===== config.mk =====
export PLATFORM = sky130hd
export DESIGN_NAME = udma_flow_ctrl
export DESIGN_NICKNAME = d
export VERILOG_FILES = /design/src/rtl/udma_flow_ctrl.sv
export SDC_FILE = /design/constraint.sdc
export NUM_CORES = 1
export LEC_CHECK = 0
export ABC_CLOCK_PERIOD_IN_PS = 3560
export BUFFER_PORTS_ARGS = -buffer_cell sky130_fd_sc_hd__buf_2
export CAP_MARGIN = 20
export CORE_MARGIN = 3
export CORE_UTILIZATION = 30
export DETAILED_ROUTE_END_ITERATION = 10
export GPL_TIMING_DRIVEN = 0
export MAX_ROUTING_LAYER = met4
export PLACE_DENSITY_LB_ADDON = 0.12
export SETUP_SLACK_MARGIN = 0.05
export SLEW_MARGIN = 20
export SYNTH_ARGS = -nofsm -noshare
export SYNTH_HDL_FRONTEND = slang
export SYNTH_SLANG_ARGS = --single-unit
export TNS_END_PERCENT = 10

===== constraint.sdc =====
create_clock -name clk -period 3.56 [get_ports clk]
set_input_delay 0.356 -clock clk [delete_from_list [all_inputs] [get_ports clk]]
set_output_delay 0.356 -clock clk [all_outputs]
set_load 0.02 [all_outputs]

===== src/rtl/udma_flow_ctrl.sv =====
module udma_flow_ctrl #(
  parameter int W = 16,
  parameter logic [W-1:0] CRC_POLY = 16'h1021,
  parameter logic [W-1:0] CRC_SEED = 16'h4ABA
) (
  input  logic         clk,
  input  logic         rst_n,
  input  logic         cmd_start,
  input  logic         drv_dmarq,
  input  logic         drv_pause,
  input  logic         drv_stop,
  input  logic         drv_intrq,
  input  logic         host_stop,
  input  logic         host_has_data,
  input  logic         in_full,
  input  logic         out_empty,
  input  logic         host_ack,
  input  logic         drv_ack,
  input  logic         h_word_vld,
  input  logic [W-1:0] h_word,
  input  logic         d_word_vld,
  input  logic [W-1:0] d_word,
  input  logic [W-1:0] host_crc_in,
  input  logic [W-1:0] drv_crc_in,
  output logic         host_req,
  output logic         drv_req,
  output logic         host_pause,
  output logic         drv_go,
  output logic         crc_chk,
  output logic         crc_err,
  output logic         result_copy,
  output logic         host_irq
);

  typedef enum logic [2:0] {
    S_IDLE, S_WAIT, S_HOPEN, S_DOPEN, S_XFER, S_DRAIN, S_DCLOSE, S_HCLOSE
  } state_t;

  state_t st;
  logic [W-1:0] h_crc, d_crc;
  logic h_take, d_take;

  function automatic logic [W-1:0] crc_next(input logic [W-1:0] c, input logic [W-1:0] d);
    logic [W-1:0] r;
    r = c;
    for (int i = W - 1; i >= 0; i--) begin
      if (r[W-1] ^ d[i]) r = {r[W-2:0], 1'b0} ^ CRC_POLY;
      else               r = {r[W-2:0], 1'b0};
    end
    return r;
  endfunction

  assign host_pause = host_req & host_ack & in_full;
  assign drv_go     = drv_req & drv_ack & ~drv_pause & ~out_empty & (st != S_DOPEN);
  assign h_take     = h_word_vld & host_req & host_ack;
  assign d_take     = d_word_vld & drv_go;

  always_ff @(posedge clk or negedge rst_n) begin
    if (!rst_n) begin
      st          <= S_IDLE;
      host_req    <= 1'b0;
      drv_req     <= 1'b0;
      h_crc       <= CRC_SEED;
      d_crc       <= CRC_SEED;
      crc_chk     <= 1'b0;
      crc_err     <= 1'b0;
      result_copy <= 1'b0;
      host_irq    <= 1'b0;
    end else begin
      crc_chk     <= 1'b0;
      result_copy <= 1'b0;
      host_irq    <= 1'b0;
      if (h_take) h_crc <= crc_next(h_crc, h_word);
      if (d_take) d_crc <= crc_next(d_crc, d_word);
      case (st)
        S_IDLE:
          if (cmd_start) begin
            st      <= S_WAIT;
            crc_err <= 1'b0;
          end
        S_WAIT:
          if (drv_intrq) begin
            st          <= S_IDLE;
            result_copy <= 1'b1;
            host_irq    <= 1'b1;
          end else if (drv_dmarq) begin
            if (host_has_data) begin
              st       <= S_HOPEN;
              host_req <= 1'b1;
              h_crc    <= CRC_SEED;
            end else begin
              st      <= S_DOPEN;
              drv_req <= 1'b1;
              d_crc   <= CRC_SEED;
            end
          end
        S_HOPEN:
          if (host_ack) begin
            st      <= S_DOPEN;
            drv_req <= 1'b1;
            d_crc   <= CRC_SEED;
          end
        S_DOPEN:
          if (drv_ack) st <= host_req ? S_XFER : S_DRAIN;
        S_XFER:
          if (drv_stop) begin
            st      <= S_DCLOSE;
            drv_req <= 1'b0;
          end else if (host_stop) begin
            st       <= S_HCLOSE;
            host_req <= 1'b0;
          end
        S_DRAIN:
          if (drv_stop || out_empty) begin
            st      <= S_DCLOSE;
            drv_req <= 1'b0;
          end
        S_DCLOSE:
          if (!drv_ack) begin
            crc_chk <= 1'b1;
            if (d_crc != drv_crc_in) crc_err <= 1'b1;
            if (host_req) begin
              st       <= S_HCLOSE;
              host_req <= 1'b0;
            end else begin
              st <= S_WAIT;
            end
          end
        S_HCLOSE:
          if (!host_ack) begin
            crc_chk <= 1'b1;
            if (h_crc != host_crc_in) crc_err <= 1'b1;
            st <= drv_req ? S_DRAIN : S_WAIT;
          end
        default: st <= S_IDLE;
      endcase
    end
  end

endmodule


* After elaboration in Yosys (flattened, before gate mapping) *
Index checks and enable logic that the tools add are counted.

word-level totals
  input port bits = 79
  logic and storage cells = 232
  bits in registers = 40
  output and inout port bits = 8

cells by class
  bitwise gates (word level) = 75
  muxes and demuxes = 113
  reduce and logical (&&, ||, !) cells = 9
  equal/unequal tests = 27

operators with widths
  operator                                               count
  2-to-1 mux 16 bit                                      40
  2-to-1 mux 13 bit                                      32
  inverter 3 bit                                         32
  2-to-1 mux 3 bit                                       12
  inequality test 16 bit                                 2
  case mux 16 bit (2 select lines)                       1
  XOR 1 bit                                              32
  inequality test 2 bit, second input constant           15
  case mux 3 bit (8 select lines)                        1
  2-to-1 mux 1 bit                                       23
  AND reduction 7 bit                                    2
  == test 3 bit, second input constant                   4
  bitwise AND 1 bit                                      9
  AND reduction 8 bit                                    1
  == test 3 x 2 -> 1 bit, second input constant          2
  inequality test 3 bit, second input constant           2
  case mux 1 bit (3 select lines)                        2
  AND reduction 6 bit                                    1
  nonzero test 3 bit                                     2
  case mux 1 bit (4 select lines)                        1
  nonzero test 4 bit                                     1
  == test 3 x 1 -> 1 bit, second input constant          1
  logical NOT 3 bit                                      1
  inequality test 3 x 2 -> 1 bit, second input constant  1
  3 further kinds                                        4

* Depth between registers and ports, before layout *
Gate-level depths: netlist (run 1).

  word-level depth = 55
  gate-level depth with buffers = 8
  mapped depth without buffers = 6

* Worst setup path before layout (run 1) *
No wires, ideal clock.

  path kind = register -> register
  from = register d_crc[14]
  to = register d_crc[14]
  cell stages (with the launch flop) = 7
  clock period less this slack = 2320 ps
  arrival time = 2232 ps
  setup slack = 1240 ps
  required time = 3472 ps
  setup time = 88 ps
  path buffers = 0
  cells stage by stage = dfstp_2 xnor2_1 xnor3_2 xnor2_2 xor3_2 nor3b_1 or3b_1

on the way
  longest elaborated chain between the ends = 36
  elaborated cells between the ends (all ways) = 40
  classes of those cells = mux: 34; bitwise: 6

RTL lines
  what                                line  RTL
  start: declaration                  40    logic [W-1:0] h_crc, d_crc;
  start signal: assignment            74    if (d_take) d_crc <= crc_next(d_crc, d_word);
  2-to-1 mux 16 bit                   74
  XOR 1 bit                           47    if (r[W-1] ^ d[i]) r = {r[W-2:0], 1'b0} ^ CRC_POLY;
  2-to-1 mux 13 bit                   47
  2-to-1 mux 16 bit                   74
  2-to-1 mux 13 bit                   47
  2-to-1 mux 16 bit                   74
  2-to-1 mux 13 bit                   47
  2-to-1 mux 16 bit                   74
  (+19 left out)                      --
  inverter 3 bit (no line)            --
  2-to-1 mux 13 bit                   47
  2-to-1 mux 16 bit (2 in series)     74
  2-to-1 mux 16 bit *                 74
  2-to-1 mux 16 bit                   87    if (host_has_data) begin
  2-to-1 mux 16 bit                   86    end else if (drv_dmarq) begin
  2-to-1 mux 16 bit                   82    if (drv_intrq) begin
  case mux 16 bit (2 select lines) *  75    case (st)

Mark *: on every way between the ends. The rest lies on a longest branch, timed or not. The select of a mux whose other input is x is not followed.
A chain may end at the register's enable or synchronous reset.

* Final worst setup path (run 1) *
Ends and elaborated chain as after synthesis.

==> qor.log, run 1 <==
qor: setup_path.worst-path-buf-inv 0
qor: clocking.clockBufferDepth 2
qor: detailed_routing.drt_pass1_iterations 4
qor: synth.syn-num-nets 415
qor: layout.finalNetCount 508
qor: setup_path.class_of_the_most_critical_setup_path reg2reg
qor: run.max_cap_viol_count 0
qor: detailed_routing.num_vias 2,674
qor: clocking.numClockSinks 40
qor: detailed_routing.drc 0
qor: layout.post-route-util 0.387
qor: sta.tns 0 ps
qor: clocking.ctsHoldBuffers 0
qor: sta.slew_violations 0
qor: clocking.register_clock_pin_slew_on_the_reported_worst_setup_and_hold_paths 90 ps
qor: setup_path.worstSetupStartpointType flip-flop
qor: layout.drive_gt1_frac 0.295
qor: floorplanning.ioPinCount 87
qor: synth.yosys_reg_bits 40
qor: sta.rsz0062_at_grt false
qor: sta.fin_worst_skew 12.3 ps
qor: synth.async_sr_flop_fraction 1.00
qor: sta.final_worst_setup_slack 1030 ps
qor: synth.synth.largest_area_cell xnor2_1
qor: power_and_ir_drop.ir_drop 385 uV
qor: outcome.status finished clean
qor: worst_hold_path.hp-class in2async
qor: floorplanning.floorplan.core_area 10,500 um^2
qor: sta.final_min_period_over_clock_period 0.712
qor: place.port_buffers 86
qor: detailed_routing.dr.first_iter.drc_count 84
qor: setup_path.slowest_stage dfstp_2
qor: place.place_worst_setup_slack 949 ps
qor: sta.final.min_clock_period 2530 ps
qor: setup_path.cp_data_arrival_time 2760 ps
qor: synth.synth_enable_flop_cells 0
qor: place.place_congestion 0.805
qor: global_routing.first_global_vias 2,856
qor: floorplanning.die_area 12,300 um^2
qor: synth.synth_area 3310 um^2
qor: synth.synth.area.top_cells xnor2_1 21%, dfrtp_1 18%, dfstp_2 13%
qor: setup_path.max_stage_delay 580 ps
qor: setup_path.r2r_end d_crc[14]
qor: setup_path.regToRegStartpoint d_crc[14]
qor: synth.yosysWarningCount 0
qor: synth.syn_area_per_cell 9.85 um^2
qor: global_routing.grt_pass1_wl 14,600 um
qor: clocking.cts.repair_timing.setup_buffer_count 0
qor: layout.sequential_cell_area 1020 um^2
qor: sta.holdWs 189 ps
qor: detailed_routing.route.final.wire_length 8920 um
qor: clocking.root_buffer_master clkbuf_8
qor: setup_path.critical_path_cell_count 6
qor: synth.synth_flop_cell dfrtp_1
qor: floorplanning.core.rowCount 37
qor: global_routing.grt_util_all_layers 0.151
qor: layout.antennaDiodeCount 0
qor: layout.n_fill_cell 1,092
qor: clocking.tritoncts done
qor: synth.netlist.area_leader.share 0.212
qor: synth.fraction_of_the_yosys_area_taken_by_sequential_cells 0.309
qor: synth.netlist_cell_types 47
qor: clocking.tritoncts.num_buffers 5
qor: detailed_routing.antenna_violating_nets_post_route 0
qor: layout.multi_input_area 2210 um^2
qor: clocking.clkLatencyLatePin 300 ps
qor: clocking.cts_htree_levels 2
qor: setup_path.timing.critical_path.fanout_max 4
qor: global_routing.pin_count_of_the_biggest_net_entering_global_routing 41
qor: setup_path.end_kind flip-flop
qor: sta.clock.fmax 395 MHz
qor: setup_path.critPathRequiredTime 3790 ps
qor: layout.syn_to_final_growth 23.0%
qor: setup_path.critical_path.cell_chain xnor2_1 > xnor3_2 > xnor2_2 > xor3_2 > nor3b_1 > or3b_1
qor: sta.setup_viol_count_final 0
qor: floorplanning.die_h 111 um
qor: setup_path.critical_path.top_delay_family XOR/XNOR gates
qor: sta.worst_slew_margin_rel 0.356
qor: floorplanning.die_w 111 um
qor: synth.synth_cells 336
qor: layout.layout.cell_area.non_filler 4070 um^2
qor: power_and_ir_drop.p_per_area 1140 nW/um^2
qor: sta.hold_viol 0
qor: detailed_routing.route.detailed.wl_per_inst 15.8 um
qor: global_routing.grt_overflow_total 0
qor: place.dp_hpwl 7100 um
qor: setup_path.rrSetupSlack 1030 ps
qor: setup_path.worst_r2r_path_depth 6
qor: global_routing.antenna_found_initial 0
qor: place.post_dp_cell_area 3910 um^2
qor: power_and_ir_drop.cellLeakagePower 1.80 nW
qor: floorplanning.floorplan.initialDensity 0.315
qor: detailed_routing.via_per_inst 4.72
qor: sta.worst_slew_pin_slew 966 ps
qor: clocking.cts_resized 0
[synthesized netlist by cell type, types with 2 or more instances]
library cell,number
xnor2_1,80
xor2_1,27
dfrtp_1,24
nand2_1,24
nor2_1,20
dfstp_2,16
a21oi_1,13
o211ai_1,13
xnor3_1,10
clkbuf_1,9
and3_1,8
o21ai_0,7
or3_1,7
nand3_1,6
nand4_1,6
xnor2_2,6
a211oi_1,5
nor3_1,5
o21ai_1,5
inv_1,4
nor4_1,4
a31oi_1,3
o31ai_1,3
mux2i_1,2
nand3b_1,2
o21a_1,2
o22ai_1,2
or3b_1,2
xnor3_2,2
xor2_2,2
[cell usage in the layout (no fill, tap or decap), types with 8 or more instances in the layout]
| master | synthesis | layout |
|---|---|---|
| and3_1 | 8 | 8 |
| xnor3_1 | 10 | 10 |
| dfstp_2 | 16 | 16 |
| nor2_1 | 20 | 20 |
| dfrtp_1 | 24 | 24 |
| buf_2 | 1 | 87 |
| a21oi_1 | 13 | 13 |
| xnor2_1 | 80 | 80 |
| nand2_1 | 24 | 24 |
| xor2_1 | 27 | 27 |
| clkbuf_1 | 9 | 9 |
| o211ai_1 | 13 | 13 |
[area by class of cell]
class,count,share of cell area
inverters,5,0.00461
flip-flops and latches,40,0.251
clock inverters,3,0.0221
plain buffers,13,0.0135
repair buffers,86,0.106
clock buffers,5,0.0169
multi-input cells,278,0.544
well taps,136,0.0418
[how the worst max path moves through the flow]
stage / from / to / slack [ps]
floorplan: d_crc[14] / d_crc[14] / 1240
global placement: d_word[14] / d_crc[14] / 950
detailed placement: d_word[14] / d_crc[14] / 950
CTS: d_crc[14] / d_crc[14] / 990
global route: d_crc[14] / d_crc[14] / 870
finish: d_crc[14] / d_crc[14] / 1030
[kinds of logic after synthesis]
family / synth area share
muxes: 0.00605
and+or+nand+nor: 0.140
buffers and inverters: 0.0223
DFF: 0.309
xor gates and xnor gates: 0.413
AOI/OAI and AO/OA: 0.110
[sequential cells by signal (all words and copies together), names as in the netlist]
register and count:
crc_err 1, drv_req 1, d_crc 16, host_irq 1, host_req 1, st 3, h_crc 16, crc_chk 1
[metrics by stage]
stage,instances,power [mW]
2_1_floorplan,336,3.50
5_1_grt,566,5.01
4_1_cts,566,4.67
3_5_place_dp,558,4.11
3_3_place_gp,558,4.12
6_report,566,4.62
[routing by layer]
metal,GRT usage,part of all wire,vias to the layer above
met5,-,0,-
met4,0.0284,0.0078,0
met3,0.0306,0.052,5
met2,0.233,0.44,75
met1,0.208,0.50,1252
li1,-,-,1342
[power by group]
| part | internal [mW] | total, mW | leakage, nW | switching (mW) |
|---|---|---|---|---|
| sequential | 0.701 | 0.928 | 0.472 | 0.227 |
| combinational | 1.60 | 3.16 | 1.25 | 1.56 |
| clock | 0.351 | 0.530 | 0.0784 | 0.179 |
[worst register-to-register path, cell delays in order, from the launching register on]
cell and delay [ps]:
dfstp_2 580, xnor2_1 220, xnor3_2 580, xnor2_2 280, xor3_2 310, nor3b_1 140, or3b_1 360
(Power assumes the default switching activity.)
==> run 2, diff against run 1 <==
Settings changed: ABC_AREA from default to 1, ABC_CLOCK_PERIOD_IN_PS 3560 to 2000.
Clock period 3.56 ns to 2 ns, I/O delays scaled along.
==> run 2 against run 1 <==
Compared with the run above:
- sequential power rose by 97%
- global-route usage grew 1.1 points
- combinational power grew 62%
- critical path depth rose by 5
- clock skew shrank 7.0 ps
- cell area up 14%
- synthesized cell count grew 76%
- wire length grew 25%
- register-to-register slack lost 790 ps
- die area up 15%
- highest routed layer unchanged
==> qor.log, run 2 <==
qor: synth.synth_flop_cell dfrtp_1 [unchanged]
qor: layout.antennaDiodeCount 0 [unchanged]
qor: floorplanning.core.rowCount 40 [was 37]
qor: synth.netlist.area_leader.share 0.180 [was 0.212]
qor: place.port_buffers 86 [unchanged]
qor: clocking.cts_resized 0 [unchanged]
qor: clocking.cts_htree_levels 2 [unchanged]
qor: power_and_ir_drop.cellLeakagePower 2.49 nW [was 1.80 nW]
qor: synth.yosysWarningCount 0 [unchanged]
qor: global_routing.grt_util_all_layers 0.162 [was 0.151]
qor: sta.rsz0062_at_grt false [unchanged]
qor: synth.synth_cells 592 [was 336]
qor: detailed_routing.drc 0 [unchanged]
qor: layout.drive_gt1_frac 0.249 [was 0.295]
qor: layout.top_regs d_crc (16), h_crc (16), st (3) [unchanged]
qor: clocking.clockBufferDepth 2 [unchanged]
qor: clocking.numClockSinks 40 [unchanged]
qor: setup_path.class_of_the_most_critical_setup_path reg2reg [unchanged]
qor: global_routing.grt_overflow_total 0 [unchanged]
qor: synth.synth_enable_flop_cells 0 [unchanged]
qor: clocking.register_clock_pin_slew_on_the_reported_worst_setup_and_hold_paths 60 ps [was 90 ps]
qor: detailed_routing.met2RoutedLength 5010 um [was 3970 um]
qor: sta.fin_worst_skew 5.29 ps [was 12.3 ps]
qor: floorplanning.floorplan.initialDensity 0.313 [was 0.315]
qor: setup_path.worstSetupStartpointType flip-flop [unchanged]
qor: detailed_routing.highest_routed_metal_layer met4 [unchanged]
qor: place.dp_hpwl 9020 um [was 7100 um]
qor: global_routing.pin_count_of_the_biggest_net_entering_global_routing 41 [unchanged]
qor: worst_hold_path.hp-class in2async [unchanged]
qor: floorplanning.die_h 119 um [was 111 um]
qor: floorplanning.ioPinCount 87 [unchanged]
qor: synth.synth.area.top_cells nand2_1 18%, dfrtp_1 16%, dfstp_2 11% [was xnor2_1 21%, dfrtp_1 18%, dfstp_2 13%]
qor: setup_path.cp_data_arrival_time 1990 ps [was 2760 ps]
qor: clocking.root_buffer_master clkbuf_16 [was clkbuf_8]
qor: layout.finalNetCount 764 [was 508]
qor: sta.worst_slew_margin_rel 0.348 [was 0.356]
qor: setup_path.critPathRequiredTime 2230 ps [was 3790 ps]
qor: power_and_ir_drop.p_per_area 1670 nW/um^2 [was 1140 nW/um^2]
qor: synth.netlist_cell_types 33 [was 47]
qor: setup_path.end_kind flip-flop [unchanged]
qor: sta.holdWs 78.7 ps [was 189 ps]
qor: detailed_routing.route.detailed.wl_per_inst 13.0 um [was 15.8 um]
qor: power_and_ir_drop.power.switching 4.04 mW [was 1.97 mW]
qor: floorplanning.die_area 14,200 um^2 [was 12,300 um^2]
qor: setup_path.critPathLaunch d_crc[12] [was d_crc[14]]
qor: synth.syn_area_per_cell 6.48 um^2 [was 9.85 um^2]
qor: sta.final_min_period_over_clock_period 0.880 [was 0.712]
qor: synth.synth.largest_area_cell nand2_1 [was xnor2_1]
qor: sta.setup_viol_count_final 0 [unchanged]
qor: power_and_ir_drop.combPwrFrac 0.659 [was 0.684]
qor: power_and_ir_drop.share_seq_of_total_power 0.236 [was 0.201]
qor: sta.final.min_clock_period 1760 ps [was 2530 ps]
qor: layout.syn_to_final_growth 21.2% [was 23.0%]
qor: synth.syn-num-nets 671 [was 415]
qor: setup_path.regToRegStartpoint d_crc[12] [was d_crc[14]]
qor: place.place_congestion 0.843 [was 0.805]
qor: run.max_cap_viol_count 0 [unchanged]
qor: power_and_ir_drop.cellInternalPower 3.72 mW [was 2.66 mW]
qor: clocking.ctsHoldBuffers 0 [unchanged]
qor: sta.hold_viol 0 [unchanged]
qor: synth.fraction_of_the_yosys_area_taken_by_sequential_cells 0.266 [was 0.309]
qor: power_and_ir_drop.netSwitchingFraction 0.521 [was 0.425]
qor: detailed_routing.antenna_violating_nets_post_route 0 [unchanged]
qor: clocking.tritoncts done [unchanged]
qor: sta.tns 0 ps [unchanged]
qor: sta.slew_violations 0 [unchanged]
qor: synth.top_count_cell_post_synth nand2_1 [was xnor2_1]
qor: clocking.clkLatencyLatePin 280 ps [was 300 ps]
qor: detailed_routing.drt_pass1_iterations 5 [was 4]
qor: synth.synth_area 3840 um^2 [was 3310 um^2]
qor: clocking.cts.repair_timing.setup_buffer_count 0 [unchanged]
qor: global_routing.first_global_vias 3,781 [was 2,856]
qor: synth.synth_common_cells 184 x nand2_1, 78 x inv_1, 54 x nand3_1 [was 80 x xnor2_1, 27 x xor2_1, 24 x dfrtp_1, 24 x nand2_1, 20 x nor2_1]
qor: power_and_ir_drop.ir_drop 461 uV [was 385 uV]
qor: outcome.status finished clean [unchanged]
qor: detailed_routing.detailroute.wirelength.met3 551 um [was 466 um]
qor: detailed_routing.route.final.wire_length 11,100 um [was 8920 um]
qor: floorplanning.floorplan.core_area 12,300 um^2 [was 10,500 um^2]
qor: layout.mostFrequentLayoutCells 183 x nand2_1, 91 x buf_2, 78 x inv_1 [was 87 x buf_2, 80 x xnor2_1, 27 x xor2_1]
qor: power_and_ir_drop.power_frac_clock 0.106 [was 0.115]
qor: synth.async_sr_flop_fraction 1.00 [unchanged]
qor: detailed_routing.via_per_inst 4.63 [was 4.72]
qor: global_routing.grt_pass1_wl 18,100 um [was 14,600 um]
qor: setup_path.timing.critical_path.fanout_max 5 [was 4]
qor: sta.clock.fmax 568 MHz [was 395 MHz]
qor: global_routing.antenna_found_initial 0 [unchanged]
qor: detailed_routing.routed_length_on_met1 5490 um [was 4420 um]
qor: clocking.tritoncts.num_buffers 5 [unchanged]
qor: sta.worst_slew_pin_slew 978 ps [was 966 ps]
qor: layout.layout_commonest_cell nand2_1 [was buf_2]
qor: synth.yosys_reg_bits 40 [unchanged]
qor: detailed_routing.dr.first_iter.drc_count 212 [was 84]
qor: detailed_routing.num_vias 3,950 [was 2,674]
qor: floorplanning.die_w 119 um [was 111 um]
-- run 2: final timing paths --
kind	depth (start not counted)	slack [ps]	end
worst min register to register	2	540	crc_err
worst max register to register	11	240	d_crc[12]
max in group asynchronous	1	1310	crc_err
min in group clk	2	160	crc_chk
worst min-delay path	1	80	h_crc[12]
worst max-delay path	11	240	d_crc[12]
-- run 2: logic make-up after synthesis --
family,share of synthesized area
simple gates,0.385
buf+inv,0.0995
xor+xnor,0.161
compound gates,0.0884
flops,0.266
-- run 2: power groups by stage --
stage / clock [mW] / combinational (mW) / sequential [mW]
floorplan: 0 / 3.95 / 1.75
global placement: 0 / 4.97 / 1.83
detailed placement: 0 / 5.06 / 1.83
CTS: 0.851 / 5.09 / 1.83
global route: 0.876 / 5.83 / 1.90
finish: 0.819 / 5.11 / 1.83
-- run 2: area by class of cell --
| class | instances | area (um^2) |
|---|---|---|
| Fill cell | 1360 | 7610 |
| Multi-Input combinational cell | 456 | 2460 |
| Sequential cell | 40 | 1020 |
| Timing Repair Buffer | 86 | 430 |
| Inverter | 87 | 327 |
| Tap cell | 168 | 210 |
| Clock buffer | 8 | 146 |
| Buffer | 9 | 55.1 |
-- run 2: through the flow --
stage / utilization / instance area (um^2) / power [mW] / setup slack (ps) / cells
floorplan: - / 3840 / 5.70 / 400 / 592
global placement: 0.365 / 4480 / 6.80 / 170 / 846
detailed placement: 0.365 / 4480 / 6.89 / 174 / 846
CTS: 0.377 / 4620 / 7.76 / 159 / 854
global route: 0.379 / 4650 / 8.61 / 58.5 / 854
finish: 0.379 / 4650 / 7.76 / 240 / 854
-- run 2: layer usage --
metal / track usage / vias to the layer above
met5: - / -
met4: 0.0290 / 0
met3: 0.0252 / 6
met2: 0.258 / 94
met1: 0.222 / 1803
li1: - / 2047
-- run 2: critical path, cell delays in order, from the launching register on --
cell	delay [ps]
dfrtp_1	410
xnor2_1	340
nand2_1	160
nand2_2	160
nand2_1	70
nand2_1	150
nand2_1	70
nand2_1	100
nand2_1	70
nand3_1	80
nand2_1	60
inv_1	40
